File: config.mk
export PLATFORM = sky130hd
export DESIGN_NAME = fault_latch_supervisor
export DESIGN_NICKNAME = d
export VERILOG_FILES = /design/src/rtl/fault_latch_supervisor.sv
export SDC_FILE = /design/constraint.sdc
export NUM_CORES = 1
export LEC_CHECK = 0
export BUFFER_PORTS_ARGS = -buffer_cell sky130_fd_sc_hd__buf_4
export CORE_UTILIZATION = 45
export DETAILED_ROUTE_END_ITERATION = 7
export SETUP_SLACK_MARGIN = 0.1
export SYNTH_ARGS = -nofsm -noshare
export SYNTH_HDL_FRONTEND = slang
export SYNTH_SLANG_ARGS = --single-unit
File: constraint.sdc
create_clock -name clk -period 3.75 [get_ports clk]
set_clock_uncertainty 0.2 [all_clocks]
set_input_delay 0.1875 -clock clk [delete_from_list [all_inputs] [get_ports clk]]
set_output_delay 0.1875 -clock clk [all_outputs]
set_load 0.02 [all_outputs]
File: src/rtl/fault_latch_supervisor.sv
module fault_latch_supervisor #(
  parameter int OVP_BLANK_LONG  = 200,
  parameter int OVP_BLANK_SHORT = 100,
  parameter int OCP_BLANK       = 35
) (
  input  logic       clk,
  input  logic       rst_n,
  input  logic       ovp_cmp,
  input  logic       ocp_cmp,
  input  logic       hot_flag,
  input  logic       vcc_above_on,
  input  logic       vcc_below_off,
  input  logic       gate_on,
  input  logic       mult_low,
  output logic       sw_enable,
  output logic [1:0] fault_code
);

  localparam int MAXB_A = (OVP_BLANK_LONG > OVP_BLANK_SHORT) ? OVP_BLANK_LONG : OVP_BLANK_SHORT;
  localparam int MAXB   = (MAXB_A > OCP_BLANK) ? MAXB_A : OCP_BLANK;
  localparam int AW     = $clog2(MAXB + 1) + 1;
  localparam logic [AW-1:0] AGE_SAT = '1;
  localparam logic [AW-1:0] OVL = AW'(OVP_BLANK_LONG);
  localparam logic [AW-1:0] OVS = AW'(OVP_BLANK_SHORT);
  localparam logic [AW-1:0] OCB = AW'(OCP_BLANK);

  localparam logic [1:0] CODE_NONE = 2'd0;
  localparam logic [1:0] CODE_OVP  = 2'd1;
  localparam logic [1:0] CODE_OCP  = 2'd2;
  localparam logic [1:0] CODE_OTP  = 2'd3;

  typedef enum logic [1:0] {ST_IDLE, ST_RUN, ST_LATCH} st_t;

  st_t           state;
  logic          gate_q;
  logic [AW-1:0] age_q;
  logic [AW-1:0] age_now;
  logic          ovp_hit;
  logic          ocp_hit;
  logic [1:0]    trip_code;

  assign age_now = (gate_on != gate_q) ? '0 : age_q;

  always_ff @(posedge clk or negedge rst_n) begin
    if (!rst_n) begin
      gate_q <= 1'b0;
      age_q  <= '0;
    end else begin
      gate_q <= gate_on;
      age_q  <= (age_now == AGE_SAT) ? age_now : age_now + 1'b1;
    end
  end

  assign ovp_hit = !gate_on && ovp_cmp && (age_now >= (mult_low ? OVS : OVL));
  assign ocp_hit =  gate_on && ocp_cmp && (age_now >= OCB);

  assign trip_code = hot_flag ? CODE_OTP :
                     ocp_hit  ? CODE_OCP :
                     ovp_hit  ? CODE_OVP : CODE_NONE;

  always_ff @(posedge clk or negedge rst_n) begin
    if (!rst_n) begin
      state      <= ST_IDLE;
      fault_code <= CODE_NONE;
    end else begin
      case (state)
        ST_IDLE:
          if (vcc_above_on && !vcc_below_off) state <= ST_RUN;
        ST_RUN:
          if (vcc_below_off) state <= ST_IDLE;
          else if (trip_code != CODE_NONE) begin
            state      <= ST_LATCH;
            fault_code <= trip_code;
          end
        ST_LATCH:
          if (vcc_below_off) begin
            state      <= ST_IDLE;
            fault_code <= CODE_NONE;
          end
        default: state <= ST_IDLE;
      endcase
    end
  end

  assign sw_enable = (state == ST_RUN);


  start_needs_turn_on_chk: assert property (@(posedge clk) disable iff (!rst_n)
    $rose(sw_enable) |-> $past(vcc_above_on));


  code_sticky_chk: assert property (@(posedge clk) disable iff (!rst_n)
    (fault_code != CODE_NONE && !vcc_below_off) |=> $stable(fault_code) && !sw_enable);


  ocp_phase_chk: assert property (@(posedge clk) disable iff (!rst_n)
    (fault_code == CODE_NONE) |=>
      (fault_code != CODE_OCP || ($past(gate_on) && $past(ocp_cmp))));


  ovp_phase_chk: assert property (@(posedge clk) disable iff (!rst_n)
    (fault_code == CODE_NONE) |=>
      (fault_code != CODE_OVP || (!$past(gate_on) && $past(ovp_cmp))));


  uvlo_stop_chk: assert property (@(posedge clk) disable iff (!rst_n)
    vcc_below_off |=> !sw_enable);

endmodule

# ---- Word level (Yosys, flattened, before mapping)
# Index checks and enable logic that the tools add are counted.
dict set report word_totals {
  regBits 14
  latchBits 0
  ramBits 0
  romBits 0
  input_bits 9
  out_inout_bits 3
  wordCells 42
  memories 0
}
dict set report classes {
  addsub 1
  n_mul 0
  n_div 0
  order_cmp 2
  eq_ne 9
  shift 0
  n_mux 14
  bitwise_logic 0
  n_reduce_logical 12
}
# op n
set op_table {}
lappend op_table {{$mux W9} 2}
lappend op_table {{$mux W2} 8}
lappend op_table {{$add A9 B1 Y9 const B} 1}
lappend op_table {{$eq A9 B9 Y1 const B} 1}
lappend op_table {{$ge A9 B6 Y1 const B} 1}
lappend op_table {{$ge A9 B8 Y1} 1}
lappend op_table {{$mux W8} 1}
lappend op_table {{$ne A2 B2 Y1 const B} 3}
lappend op_table {{$pmux W2 S3} 1}
lappend op_table {{$logic_and A1 B1 Y1} 5}
lappend op_table {{$pmux W2 S2} 1}
lappend op_table {{$reduce_and A4 Y1} 1}
lappend op_table {{$reduce_bool A2 Y1} 2}
lappend op_table {{$ne A3 B2 Y1 const B} 1}
lappend op_table {{$reduce_and A3 Y1} 1}
lappend op_table {{$eq A2 B1 Y1 const B} 1}
lappend op_table {{$eq A2 B2 Y1 const B} 1}
lappend op_table {{$logic_not A1 Y1} 2}
lappend op_table {{$logic_not A2 Y1} 1}
lappend op_table {{$ne A2 B1 Y1 const B} 1}
lappend op_table {{$mux W1} 1}
lappend op_table {{$ne A1 B1 Y1} 1}

# ---- Logic depth before layout (Yosys ltp)
dict set report logic_depth {
  word_depth 11
  mapped_depth 8
}

# ---- Worst setup path after synthesis
# No wires, ideal clock.
dict set report synth_timing {
  kind {register -> register}
  start {register gate_q}
  end {register state[0]}
  arrival_ns 1.970
  required_time_ns 3.428
  path_slack_ns 1.459
  path_stages_with_launch 8
  path_buffers 0
  cell_sequence {dfrtp_1 xnor2_2 nand2_1 ha_1 a21boi_0 maj3_2 o211a_1 a32o_1}
}
dict set report synth_via {
  elab_chain_cells 10
}
# item line_no
set synth_lines {}
lappend synth_lines {{start, declared} 35} ;# logic gate_q;
lappend synth_lines {{start signal, assigned} 49} ;# gate_q <= gate_on;
lappend synth_lines {{$ne A1 B1 Y1 *} 42} ;# assign age_now = (gate_on != gate_q) ? '0 : age_q;
lappend synth_lines {{$mux W9 *} 42}
lappend synth_lines {{$ge A9 B8 Y1} 54} ;# assign ovp_hit = !gate_on && ovp_cmp && (age_now >= (mult_low ? OVS : OVL));
lappend synth_lines {{$logic_and A1 B1 Y1} 54}
lappend synth_lines {{$mux W1} 59} ;# ovp_hit ? CODE_OVP : CODE_NONE;
lappend synth_lines {{$mux W2 *} 58} ;# ocp_hit ? CODE_OCP :
lappend synth_lines {{$mux W2 *} 57} ;# assign trip_code = hot_flag ? CODE_OTP :
lappend synth_lines {{$reduce_bool A2 Y1 *} 71} ;# else if (trip_code != CODE_NONE) begin
lappend synth_lines {{$ne A3 B2 Y1 (no line) *} --}
lappend synth_lines {{$reduce_and A3 Y1 (no line) *} --}
lappend synth_lines {{end signal, assigned} 63} ;# state <= ST_IDLE;
lappend synth_lines {{end signal, assigned} 70} ;# if (vcc_below_off) state <= ST_IDLE;
lappend synth_lines {{end signal, assigned} 72} ;# state <= ST_LATCH;
lappend synth_lines {{end, declared} 34} ;# st_t state;
# Mark *: on every way between the ends. The rest lies on a longest branch, timed or not.
# A chain may end at the register's enable or synchronous reset.

# ---- Worst setup path in the final report
dict set report layout_timing {
  start {input port gate_on}
  end {register age_q[3]}
}
dict set report layout_via {
  elab_chain_cells 4
}
# item line_no
set layout_lines {}
lappend layout_lines {{start, declared} 13} ;# input logic gate_on,
lappend layout_lines {{$ne A1 B1 Y1 *} 42}
lappend layout_lines {{$mux W9 *} 42}
lappend layout_lines {{$add A9 B1 Y9 or $eq A9 B9 Y1 (tied branches)} 50} ;# age_q <= (age_now == AGE_SAT) ? age_now : age_now + 1'b1;
lappend layout_lines {{$mux W9 *} 50}
lappend layout_lines {{end signal, assigned} 50}
lappend layout_lines {{end, declared} 36} ;# logic [AW-1:0] age_q;
# Marked as above.

==> impl_metrics.ini <==
[routing]
dr_total_vias = 813
wl_per_cell_um = 13.56
drc = 0
firstDrtPassIters = 4
drt-total-wl_um = 1926
postRouteAntennaNets = 0
drt_iter0_drc = 17
vias_per_cell = 5.725

[final_layout]
antennaDiodeCount = 0
regArea_um2 = 350.3
fin_nets = 131
area.growth.synth_to_final_pct = 21.46
final.fill_count = 173
drive_gt1_share_pct = 17.09
multi_input_area_um2 = 535.5
stdcell_area_um2 = 1105

[worst_setup_path]
critPathMaxFanout = 9
crit_end = age_q[3]$_DFF_PN0_
r2r_end = age_q[3]$_DFF_PN0_
worstSetupStartpoint = gate_on
cp_slowest_stage_delay_ns = 0.53
cp_slowest_cell = dlygate4sd3_1
cp.required_ns = 3.77
r2r_slack_ns = 1.24
r2r-start = gate_q$_DFF_PN0_
start_kind = input port
arrival_ns = 2.67
worstRegToRegCells = 8
path_cells = dlygate4sd3_1, buf_4, xnor2_2, nand2_1, inv_1, ha_1, and4_1, nand4_4, nand4_1, mux2i_1
cp-end-kind = flop
crit_type = input port to flop

[power]
p_per_area_nw_per_um2 = 345.8
vdd_drop_max_mv = 0.2573
power.total_uw = 382.0
p_leak_nw = 0.5021

[global_route]
grt_overflow = 0
grt_start_max_net_pins = 15
grt_pass1_vias = 724
track_usage_pct = 20.54
antenna_found_initial = 0
grt_pass1_wl_um = 3125

[job]
drv_cap = 0

[timing]
setup_violations = 0
hold_viol_final = 0
grt_setup_unrepaired = false
maxSlewViolCount = 0
period_share_pct = 70.67
clock.fmax_ghz = 0.3773
finalCriticalPeriod_ns = 2.650
worst_slew_pin_slew_ns = 0.4636
layout_setup_ws_ns = 1.100
slew-limit-headroom_pct = 68.94
tns_ns = 0

[floorplan]
dieArea_um2 = 2205
row_count = 15
start_util_pct = 50.49
die-width_um = 46.96
io_pins = 12
fp.coreArea_um2 = 1802
die_h_um = 46.96

[synthesis]
ys_async_sr_fraction_pct = 100.0
synth_compound_area_share_pct = 14.99
yosysTopAreaCellShare_pct = 38.51
syn_nets = 111
synth_edf_count = 0
syn_area_um2 = 909.6
synth_xor_area_share_pct = 7.565
ys_top_cells_by_area = dfrtp_1 39%, ha_1 5.5%, nand2_1 5.4%
synth_cell_types = 38
avgSynthCellArea_um2 = 9.282
ys_seq_area_share_pct = 38.51
synth_seq_cells = 14
yosysMostFrequentCell = dfrtp_1
syn_inst = 98
ys.flop_type = dfrtp_1
synth_fa_ha_area_share_pct = 6.740
yosysWarnings = 0
synth_top_family_by_area = simple AND/OR/NAND/NOR gates
yosys.area.top_type = dfrtp_1
muxShareOfSynthArea_pct = 2.751
yosys-top-cells-count = 14 x dfrtp_1, 13 x nand2_1, 8 x nor2_1
yosys.area_share.simple_pct = 26.82

[clock_network]
cts_root_buffer = clkbuf_4
htree_levels = 1
cts_buffers = 3
clock_sinks = 14
cts.repair.resized = 0
clk-insertion-delay-late_ns = 0.29
cts_tree = done
clkTransAtPathRegs_ns = 0.09
cts_buffer_depth = 2

[place]
dpl_cell_area_um2 = 1018
hpwl_um = 1448
portBuffers = 11
gp_congestion = 0.7946
dp_slack_ns = 1.258

[status]
status = finished, final reports clean

[hold_path]
hold_path_class = input port to async pin
## layout by cell type (no fill, tap or decap), drive strengths merged, types with 2 or more instances in the layout
| cell type | netlist | final |
|---|---|---|
| dfrtp | 14 | 14 |
| nand2 | 13 | 13 |
| buf | 1 | 11 |
| nor2 | 8 | 8 |
| nand3 | 6 | 6 |
| nor3 | 5 | 5 |
| dlygate4sd3 | 0 | 5 |
| inv | 5 | 5 |
| ha | 4 | 4 |
| xnor2 | 4 | 4 |
| clkbuf | 0 | 4 |
| xor2 | 3 | 3 |
| o21ai | 3 | 3 |
| a21oi | 3 | 3 |
| o211ai | 3 | 3 |
| nand4 | 3 | 3 |
| and2 | 2 | 2 |
| nor2b | 2 | 2 |
## state kept, by name (all words and copies together) (netlist names)
signal      count
gate_q          1
state           2
fault_code      2
age_q           9
## through the flow
| step | hold slack (ns) | instances | utilization [%] |
|---|---|---|---|
| after floorplan | -0.3081 | 98 | - |
| after global placement | -0.1511 | 133 | 56.53 |
| after detailed placement | -0.1501 | 133 | 56.53 |
| after CTS | 0.08972 | 142 | 61.32 |
| after global routing | 0.08940 | 142 | 61.32 |
| final | 0.07326 | 142 | 61.32 |
## cell families (layout without fill, tap and decap cells)
| family | after synthesis | count (layout) |
|---|---|---|
| XOR/XNOR | 7 | 7 |
| AO/OA/AOI/OAI | 19 | 19 |
| buffers and inverters | 6 | 25 |
| flip-flops | 14 | 14 |
| multiplexers | 2 | 2 |
| adder cells (fa/ha/maj) | 5 | 5 |
| AND/OR/NAND/NOR | 45 | 45 |
## final cells by class
| type | count | share of cell area [%] |
|---|---|---|
| multi-input combinational | 78 | 48.47 |
| sequential | 14 | 31.71 |
| timing repair buffer | 16 | 12.00 |
| clock buffer | 4 | 3.284 |
| tap | 25 | 2.831 |
| inverter | 5 | 1.699 |
## repair_timing
action                                 in CTS  in global routing
buffers inserted                            0                  0
hold buffers                                5                  0
endpoints found under the hold margin      18                  0
setup endpoints to repair                   0                  0
## power breakdown
part	switching, mW	internal [mW]
Combinational	0.0441	0.0426
Clock	0.0530	0.0593
Sequential	0.0180	0.165
Total	0.115	0.267
## critical path, delay by kind of cell
family                   cells  cell delay (ns)
multiplexers                 1             0.21
XOR/XNOR                     1             0.41
AND/OR/NAND/NOR              4             0.86
adder cells (fa/ha/maj)      1             0.21
buffers and inverters        3             0.79
## layer usage
layer  global-route usage (%)  wire length (um)  vias up
li1                         -                 -      392
met1                    26.37               885      388
met2                    34.17               901       28
met3                    2.308                99        5
met4                    10.29                40        0
met5                        0                 0        -
## worst min-delay path by stage
stage / startpoint / to / slack [ns] / cells past startpoint
global route: rst_n / fault_code[0]$_DFFE_PN0P_ / 0.09 / 2
finish: rst_n / fault_code[0]$_DFFE_PN0P_ / 0.07 / 2
global placement: rst_n / age_q[8]$_DFF_PN0_ / -0.15 / 1
CTS: rst_n / fault_code[0]$_DFFE_PN0P_ / 0.09 / 2
detailed placement: rst_n / fault_code[1]$_DFFE_PN0P_ / -0.15 / 1
floorplan: rst_n / age_q[0]$_DFF_PN0_ / -0.31 / 0
Note: power is estimated with default switching activity, not from simulation.
